--- config.mk ---
export PLATFORM = sky130hd
export DESIGN_NAME = rsp_err_router
export DESIGN_NICKNAME = d
export VERILOG_FILES = /design/src/rtl/rsp_err_pkg.sv /design/src/rtl/rsp_classify.sv /design/src/rtl/seq_tracker.sv /design/src/rtl/err_queue.sv /design/src/rtl/rsp_err_router.sv
export SDC_FILE = /design/constraint.sdc
export NUM_CORES = 1
export LEC_CHECK = 0
export BUFFER_PORTS_ARGS = -buffer_cell sky130_fd_sc_hd__buf_2
export CAP_MARGIN = 20
export CORE_ASPECT_RATIO = 1.75
export CORE_MARGIN = 2
export CORE_UTILIZATION = 52
export DETAILED_ROUTE_END_ITERATION = 8
export GPL_TIMING_DRIVEN = 0
export PLACE_DENSITY = 0.82
export SYNTH_ARGS = -nofsm -noshare
export SYNTH_HDL_FRONTEND = slang
export SYNTH_HIERARCHICAL = 1
export SYNTH_SLANG_ARGS = --single-unit
--- constraint.sdc ---
create_clock -name clk -period 4.6 [get_ports clk]
set_input_delay 0.46 -clock clk [delete_from_list [all_inputs] [get_ports clk]]
set_output_delay 0.46 -clock clk [all_outputs]
set_load 0.02 [all_outputs]
--- src/rtl/rsp_err_pkg.sv ---
package rsp_err_pkg;
    typedef enum logic [1:0] {
        CMD_READ  = 2'd0,
        CMD_WRITE = 2'd1,
        CMD_MODE  = 2'd2,
        CMD_ERROR = 2'd3
    } rsp_cmd_e;

    typedef enum logic {
        ST_PASS = 1'b0,
        ST_HOLD = 1'b1
    } rtr_state_e;
endpackage

--- src/rtl/rsp_classify.sv ---
module rsp_classify
    import rsp_err_pkg::*;
#(
    parameter int ERRSTAT_W = 7
) (
    input  logic [1:0]           cmd,
    input  logic [ERRSTAT_W-1:0] errstat,
    output logic                 divert,
    output logic                 flag
);
    always_comb begin
        flag   = (errstat != '0);
        divert = flag && (rsp_cmd_e'(cmd) == CMD_ERROR);
    end
endmodule

--- src/rtl/seq_tracker.sv ---
module seq_tracker #(
    parameter int SEQ_W = 3
) (
    input  logic             clk,
    input  logic             rst_n,
    input  logic             accept,
    input  logic [SEQ_W-1:0] seq_in,
    output logic             mismatch
);
    logic [SEQ_W-1:0] expect_q;

    always_ff @(posedge clk) begin
        if (!rst_n)
            expect_q <= '0;
        else if (accept)
            expect_q <= expect_q + 1'b1;
    end

    assign mismatch = accept && (seq_in != expect_q);
endmodule

--- src/rtl/err_queue.sv ---
module err_queue #(
    parameter int EW    = 10,
    parameter int DEPTH = 4
) (
    input  logic          clk,
    input  logic          rst_n,
    input  logic          push,
    input  logic [EW-1:0] din,
    input  logic          pop,
    output logic [EW-1:0] head,
    output logic          not_empty,
    output logic          dropped
);
    localparam int AW = (DEPTH > 1) ? $clog2(DEPTH) : 1;
    localparam int CW = $clog2(DEPTH + 1);
    localparam logic [AW-1:0] LAST  = AW'(DEPTH - 1);
    localparam logic [CW-1:0] FULLC = CW'(DEPTH);

    logic [EW-1:0] mem [DEPTH];
    logic [AW-1:0] wr_ptr, rd_ptr;
    logic [CW-1:0] count;
    logic          pop_ok, push_ok;

    assign not_empty = (count != '0);
    assign pop_ok    = pop && not_empty;
    assign push_ok   = push && ((count != FULLC) || pop_ok);
    assign dropped   = push && !push_ok;
    assign head      = not_empty ? mem[rd_ptr] : '0;

    always_ff @(posedge clk) begin
        if (push_ok)
            mem[wr_ptr] <= din;
    end

    always_ff @(posedge clk) begin
        if (!rst_n) begin
            wr_ptr <= '0;
            rd_ptr <= '0;
            count  <= '0;
        end else begin
            if (push_ok)
                wr_ptr <= (wr_ptr == LAST) ? '0 : wr_ptr + 1'b1;
            if (pop_ok)
                rd_ptr <= (rd_ptr == LAST) ? '0 : rd_ptr + 1'b1;
            if (push_ok && !pop_ok)
                count <= count + 1'b1;
            else if (pop_ok && !push_ok)
                count <= count - 1'b1;
        end
    end
endmodule

--- src/rtl/rsp_err_router.sv ---
module rsp_err_router
    import rsp_err_pkg::*;
#(
    parameter int ERRSTAT_W = 7,
    parameter int CUBE_W    = 3,
    parameter int SEQ_W     = 3,
    parameter int DATA_W    = 32,
    parameter int QDEPTH    = 4
) (
    input  logic                 clk,
    input  logic                 rst_n,
    input  logic                 in_valid,
    output logic                 in_ready,
    input  logic [1:0]           in_cmd,
    input  logic [ERRSTAT_W-1:0] in_errstat,
    input  logic [CUBE_W-1:0]    in_cube,
    input  logic [SEQ_W-1:0]     in_seq,
    input  logic [DATA_W-1:0]    in_data,
    output logic                 out_valid,
    input  logic                 out_ready,
    output logic [1:0]           out_cmd,
    output logic [DATA_W-1:0]    out_data,
    output logic                 out_rsp_error,
    output logic                 ersp_valid,
    output logic [ERRSTAT_W-1:0] ersp_errstat,
    output logic [CUBE_W-1:0]    ersp_cube,
    input  logic                 ersp_ack,
    output logic                 irq_seq_err,
    output logic                 irq_overflow,
    input  logic [1:0]           irq_clear
);
    localparam int EW = ERRSTAT_W + CUBE_W;

    rtr_state_e    state_q, state_d;
    logic          accept, divert, flag, load, push, mismatch, dropped;
    logic [EW-1:0] head;

    assign in_ready = (state_q == ST_PASS) || out_ready;
    assign accept   = in_valid && in_ready;

    rsp_classify #(.ERRSTAT_W(ERRSTAT_W)) u_classify (
        .cmd     (in_cmd),
        .errstat (in_errstat),
        .divert  (divert),
        .flag    (flag)
    );

    seq_tracker #(.SEQ_W(SEQ_W)) u_seq (
        .clk      (clk),
        .rst_n    (rst_n),
        .accept   (accept),
        .seq_in   (in_seq),
        .mismatch (mismatch)
    );

    err_queue #(.EW(EW), .DEPTH(QDEPTH)) u_queue (
        .clk       (clk),
        .rst_n     (rst_n),
        .push      (push),
        .din       ({in_errstat, in_cube}),
        .pop       (ersp_ack),
        .head      (head),
        .not_empty (ersp_valid),
        .dropped   (dropped)
    );

    assign ersp_errstat = head[EW-1:CUBE_W];
    assign ersp_cube    = head[CUBE_W-1:0];

    // state register
    always_ff @(posedge clk) begin
        if (!rst_n)
            state_q <= ST_PASS;
        else
            state_q <= state_d;
    end

    // next state and routing decisions
    always_comb begin
        state_d = state_q;
        push    = accept && divert;
        load    = accept && !divert;
        unique case (state_q)
            ST_PASS: begin
                if (load)
                    state_d = ST_HOLD;
            end
            ST_HOLD: begin
                if (out_ready && !load)
                    state_d = ST_PASS;
            end
            default: state_d = ST_PASS;
        endcase
    end

    assign out_valid = (state_q == ST_HOLD);

    always_ff @(posedge clk) begin
        if (!rst_n) begin
            out_cmd       <= '0;
            out_data      <= '0;
            out_rsp_error <= 1'b0;
        end else if (load) begin
            out_cmd       <= in_cmd;
            out_data      <= in_data;
            out_rsp_error <= flag;
        end
    end

    always_ff @(posedge clk) begin
        if (!rst_n) begin
            irq_seq_err  <= 1'b0;
            irq_overflow <= 1'b0;
        end else begin
            irq_seq_err  <= mismatch || (irq_seq_err && !irq_clear[0]);
            irq_overflow <= dropped  || (irq_overflow && !irq_clear[1]);
        end
    end
endmodule

[Word level (Yosys, flattened, before mapping)]
Memory sizes are Yosys's and may differ from the RTL's. A register that Yosys moved wholly into a read port is not among the register bits.
Index checks and enable logic that the tools add are counted.
Storage, ports and cells
  register bits after elaboration: 48
  bits in writable memories: 40
  logic and storage cells: 60
  memories kept: 1
Memory list
  u_queue.mem: depth 4, bits a word 10, rd ports 1, clocked after memory_dff 1, write ports 1, line err_queue.sv:19  | logic [EW-1:0] mem [DEPTH];
Operators by class
  $add $sub $neg: 5
  equality and inequality tests: 5
  multiplexer cells: 12
  bitwise logic cells: 1
  reductions and logical operators: 26
Operator list (count)
  $logic_and 1x1->1: 13
  $mux 10: 1
  $mux 2: 4
  $reduce_bool 7->1: 1
  $add 3x1->3 const B: 2
  $eq 2x2->1 const B: 3
  $logic_not 1->1: 6
  $mux 3: 2
  $add 2x1->2 const B: 2
  $logic_or 1x1->1: 4
  $mux 1: 4
  $ne 3x3->1: 1
  $ne 3x3->1 const B: 1
  $reduce_bool 3->1: 1
  $sub 3x1->3 const B: 1
  $pmux 1 s2: 1
  $reduce_bool 2->1: 1
  $not 1->1: 1

[Depth between registers and ports, before layout]
  depth in word-level cells: 9
  mapped depth: 11

[Cells and area by module]
Netlist, hierarchy kept.
By module, submodules not included
  err_queue: times used 1, cells each 116, area an instance 2001.9 µm², sequential area each 1381.3 µm²
  rsp_err_router: times used 1, cells each 165, area an instance 1576.5 µm², sequential area each 760.7 µm²
  seq_tracker: times used 1, cells each 15, area an instance 162.7 µm², sequential area each 60.1 µm²
  rsp_classify: times used 1, cells each 5, area an instance 30.0 µm², sequential area each 0.0 µm²

[Worst setup path before layout]
Ideal clock, no wire load.
  path type: input to register
  start point: in in_errstat[1]
  end point: reg u_queue.count[2]
  arrival time: 2250 ps
  setup slack: 2275 ps
  stages on the path: 11
  buffers on the path: 1
  cells stage by stage: nor3_1 > a21oi_1 > and3_1 > nor2b_1 > buf_2 > ha_1 > inv_1 > fa_1 > xor2_1 > or3_1 > a21boi_0
Between the ends
  word-level cells in the longest chain between the ends: 7
  elaborated cells between the ends (all ways): 9
  those cells by class: mux (1); reduce/logical (8)
Ends and longest elaborated chain
  start, declared: line rsp_err_router.sv:15  | input logic [ERRSTAT_W-1:0] in_errstat,
  $reduce_bool 7->1 (*): line rsp_classify.sv:12  | flag = (errstat != '0);
  $logic_and 1x1->1 (*): line rsp_classify.sv:13  | divert = flag && (rsp_cmd_e'(cmd) == CMD_ERROR);
  via divert: line rsp_err_router.sv:35  | logic accept, divert, flag, load, push, mismatch, dropped;
  $logic_and 1x1->1 (*): line rsp_err_router.sv:81  | push = accept && divert;
  via push: line rsp_err_router.sv:35
  $logic_and 1x1->1 (*): line err_queue.sv:26  | assign push_ok = push && ((count != FULLC) || pop_ok);
  via u_queue.push_ok: line err_queue.sv:22  | logic pop_ok, push_ok;
  $logic_not 1->1: line err_queue.sv:47  | else if (pop_ok && !push_ok)
  $logic_and 1x1->1: line err_queue.sv:47
  $reduce_bool 2->1 (no line)
  end signal, assigned: line err_queue.sv:46  | count <= count + 1'b1;
  end signal, assigned: line err_queue.sv:48  | count <= count - 1'b1;
  end, declared: line err_queue.sv:21  | logic [CW-1:0] count;
Mark *: on every way through the listed nets, which the timed path passes. The rest lies on a longest branch.
A chain may end at the register's enable or synchronous reset.

[Worst setup path after layout]
Same ends and word-level chain as after synthesis.

==> results by stage <==
Critical path:
- The maximum net fanout on the critical path is 7.
- The worst path required time is about 4.9 ns.
- The kind of launch point of the worst setup path is an input port.
- The classification of the worst setup path is input port to flop.
- The worst reg-to-reg setup slack is about 2.3 ns.
- The data arrival time of the critical path is 2.65 ns.
- For the worst flop-to-flop path, the logic depth is 7.
- The worst setup path is captured at a flop.
- The endpoint of the worst-slack reg-to-reg timing path is u_queue/count[2].
- Tracing the worst setup path back leads to its startpoint at in_errstat[1].
- In this run the worst setup path terminates at u_queue/count[2].
- The startpoint of the most critical register-to-register path is u_queue/count[1].

Power:
- The power per cell area is between 400 and 500 mW/mm^2.
- In this run the static leakage power is 2.03 nW.
- The analysis attributes to net switching a power of 0.623 mW.
- In this run switching power makes up 28.8% of total power.
- The worst IR drop on VDD is 344 uV.
- Per report_power, the combinational group accounts for 24.8% of the total.
- Of the total power, registers draw 42.9%.
- The cell internal power dissipation is approximately 1.5 mW.
- Per report_power, the clock group accounts for roughly 32% of the total.

Run:
- The max-cap check violation count is 0.

CTS:
- The clock sink count is 90.
- In this run the post-CTS setup repair buffer count came out at 0.
- The root buffer cell is sky130_fd_sc_hd__clkbuf_16.
- The clock tree synthesis step divided the H-tree into 3 levels.
- TritonCTS created 9 clock buffers.
- The TritonCTS clock tree is done.
- The number of buffers inserted by hold repair at cts is 0.
- The buffer levels on the longest clock path is 2.
- The CTS clock-pin slew for the worst setup and hold paths is 0.06 ns.
- The number of instances resized during post-cts repair is 0.
- Clock latency on the worst-skew pair, taken at its later pin, is 0.34 ns.

Timing:
- Headroom to the max-slew limit came out at between 60% and 70%.
- The tightest hold path in the finished design has a slack of between 0.3 and 0.4 ns.
- Subtracting the final worst setup slack from the clock period gives about 2.4 ns.
- The worst path setup slack after routing is 2.21 ns.
- The final worst clock skew is 0.00367 ns.
- The maximum clock rate is 418 MHz.
- The max-slew violation count is 0.
- The final number of hold-violating endpoints came to 0.
- Adding up every negative setup slack in the final design gives 0 ns.
- In the finished design, the share of the clock period the worst path needs comes to 52.0%.
- Setup repair after global routing left no endpoint under its margin.
- The number of setup violations in the final report is 0.
- For the pin with the worst max-slew slack, the measured transition is 0.538 ns.

Finish:
- For this run, the post-layout net count is 477.
- The share of layout cells above drive strength 1 is about a third.
- The share of the core filled with cells is 65.6%.
- The number of antenna diodes in the final layout is 0.
- The area growth from synthesis to layout is 24.1%.

GRT:
- Entering global routing, the biggest net connects 15 pins.
- The global-route wire length before repair is roughly 12 mm.
- The final global-route overflow total is 0.
- In this run the most used layer during global routing was met2.
- The global routing usage on met3 is around 6.1%.
- Global routing consumed, on the met1 layer, 20.1% of the routing resources.
- The number of antenna violations at the first check in global routing was 0.
- The number of global-route vias before repair was 2,562.
- Across every metal layer, demand over resource in global routing totals 20.0%.
- The met2 usage in global routing is 35.7%.

Floorplan:
- The horizontal die dimension is just under 70 um.
- The area of the die is 0.00798 mm^2.
- The number of top-level pins is 104.
- The chip height is 117 um.
- The starting utilization of the core area is 52.9%.
- The floorplan has 41 rows.
- After floorplanning, the core was sized to cover between 0.007 and 0.008 mm^2.

Placement:
- Routability-driven placement finished with a final weighted congestion of 0.792.
- Once detailed placement completed, the half-perimeter wirelength came to 5.44 mm.
- The quantity of I/O buffers inserted on ports is 103.
- The worst slack at placement is 1.81 ns.

Synthesis:
- Summed over its instances, the top area cell type makes up around a third of the synthesized netlist area.
- By area the synthesized netlist is led by sky130_fd_sc_hd__edfxtp_1 32%, sky130_fd_sc_hd__dfxtp_1 27%, sky130_fd_sc_hd__mux2i_1 10%.
- The number of distinct standard cells referenced by the synthesized netlist is 34.
- In this run, synthesis produced a sequential element count of 90.
- The mean cell area of the mapped netlist is 12.5 um^2.
- Summed over all instances, the cell type with the most area after synthesis is sky130_fd_sc_hd__edfxtp_1.
- In this run the cell area of the synthesized design comes to ~0.0038 mm^2.
- The synthesized netlist net count is 363.
- The count of yosys warnings during synthesis is 6.
- Of the synthesized area, sequential elements account for 58.4%.
- The number of instances in the synthesized netlist is 301.

Hold path:
- The path category of the worst min-delay check is input port to flop.

Route:
- Summed over all layers, the routed wires come to 7.27 mm.
- The vias after detailed routing is 2,521.
- The mean number of vias per cell is 4.98.
- In this run the remaining antenna-violating nets after routing total 0.
- The first-pass iteration count of the detailed router is 4.
- Dividing the detail-routed wire length by the instance count gives between 10 and 15 um.
- After the first detailed-routing iteration, the DRC count stood at 88.
- The total DRC errors in the routed layout is 0.

Status:
- The flow ran to the end, and the final reports show no timing, DRC or antenna violations.
## state kept, by name, summed over array words and instances, names as in the netlist, named ones only
| signal | count |
|---|---|
| u_queue/mem | 40 |
| out_data | 32 |
| u_queue/count | 3 |
| u_seq/expect_q | 3 |
| out_cmd | 2 |
| u_queue/rd_ptr | 2 |
| u_queue/wr_ptr | 2 |
| irq_overflow | 1 |
| irq_seq_err | 1 |
| out_rsp_error | 1 |
| out_valid | 1 |
## metal layers
metal  up-vias  share of wire (%)
met2        85                 54
met5         -                  0
met4         0                2.7
li1       1258                  -
met1      1166                 38
met3        12                6.0
## critical path: stages
cell and delay (ns):
sky130_fd_sc_hd__buf_2 0.12, sky130_fd_sc_hd__nor3_1 0.08, sky130_fd_sc_hd__a21oi_1 0.23, sky130_fd_sc_hd__and3_1 0.20
sky130_fd_sc_hd__nor2b_1 0.11, sky130_fd_sc_hd__buf_2 0.19, sky130_fd_sc_hd__ha_1 0.20, sky130_fd_sc_hd__inv_1 0.07
sky130_fd_sc_hd__fa_1 0.37, sky130_fd_sc_hd__xor2_1 0.16, sky130_fd_sc_hd__or3_1 0.30, sky130_fd_sc_hd__a21boi_0 0.17
## logic make-up after synthesis
group	share of synthesized area [%]
xor gates and xnor gates	1.39
muxes	16.3
DFF	58.4
adders and majority gates	2.85
and+or+nand+nor	14.7
buffers and inverters	4.18
AOI/OAI and AO/OA	2.16
## cells in the mapped netlist (all sizes together)
cell type  count
o21a           3
nor3           2
xor2           5
o21ai          3
or3            1
nor2b         16
ha             7
inv            4
a21boi         3
nand3          2
mux4          10
a21oi          1
nor4b          1
buf            9
and3           1
nand2         78
and2           8
mux2i         39
o31a           1
fa             1
dfxtp         50
nor4           1
clkbuf         8
and3b          1
xnor2          1
o31ai          1
nand2b         2
edfxtp        40
nor2           2
## through the flow
stage,power [mW],instances,instance area (um^2)
floorplan,1.32,301,3770
global placement,1.47,490,4390
detailed placement,1.48,490,4390
CTS,2.18,506,4680
global route,2.26,506,4680
finish,2.16,506,4680
## placed cells by master, fill, tap and decap left out, types with 2 or more instances in the layout
cell / Yosys / final
sky130_fd_sc_hd__buf_2: 4 / 107
sky130_fd_sc_hd__clkinvlp_2: 0 / 2
sky130_fd_sc_hd__buf_12: 4 / 4
sky130_fd_sc_hd__ha_1: 7 / 7
sky130_fd_sc_hd__nor3_1: 2 / 2
sky130_fd_sc_hd__a21boi_0: 2 / 2
sky130_fd_sc_hd__nand3_1: 2 / 2
sky130_fd_sc_hd__xor2_1: 5 / 5
sky130_fd_sc_hd__nor2_1: 2 / 2
sky130_fd_sc_hd__inv_1: 4 / 4
sky130_fd_sc_hd__o21ai_0: 3 / 3
sky130_fd_sc_hd__nor2b_1: 15 / 15
sky130_fd_sc_hd__dfxtp_1: 50 / 50
sky130_fd_sc_hd__mux4_2: 10 / 10
sky130_fd_sc_hd__and2_1: 8 / 8
sky130_fd_sc_hd__clkinv_1: 0 / 3
sky130_fd_sc_hd__clkbuf_1: 7 / 7
sky130_fd_sc_hd__edfxtp_1: 40 / 40
sky130_fd_sc_hd__clkbuf_16: 0 / 9
sky130_fd_sc_hd__nand2_1: 78 / 78
sky130_fd_sc_hd__mux2i_1: 39 / 39
sky130_fd_sc_hd__o21a_1: 3 / 3
sky130_fd_sc_hd__nand2b_4: 2 / 2
## area by class of cell
type / count / area, um^2
repair buffers: 103 / 515
well taps: 86 / 108
fillers: 540 / 2450
inverters: 4 / 15.0
flip-flops and latches: 90 / 2200
clock inverters: 7 / 60.1
plain buffers: 17 / 143
clock buffers: 9 / 225
multi-input cells: 190 / 1410
## power groups by stage
stage	Combinational [mW]	Clock, mW	Sequential (mW)
3_5_place_dp	0.541	0	0.942
4_1_cts	0.543	0.710	0.926
5_1_grt	0.591	0.738	0.933
6_report	0.535	0.698	0.926
3_3_place_gp	0.528	0	0.939
2_1_floorplan	0.356	0	0.963
## how the worst min path moves through the flow
stage	from	endpoint	slack, ns	cells after the start
finish	in_cube[0]	u_queue/mem[2][0]	0.34	1
detailed placement	out_data[14]	out_data[14]	0.44	2
floorplan	u_queue/wr_ptr[1]	u_queue/wr_ptr[1]	0.47	2
global placement	out_data[18]	out_data[18]	0.44	2
global route	in_cube[0]	u_queue/mem[2][0]	0.34	1
CTS	in_cube[0]	u_queue/mem[2][0]	0.33	1
Power figures use the tool's default switching activity.
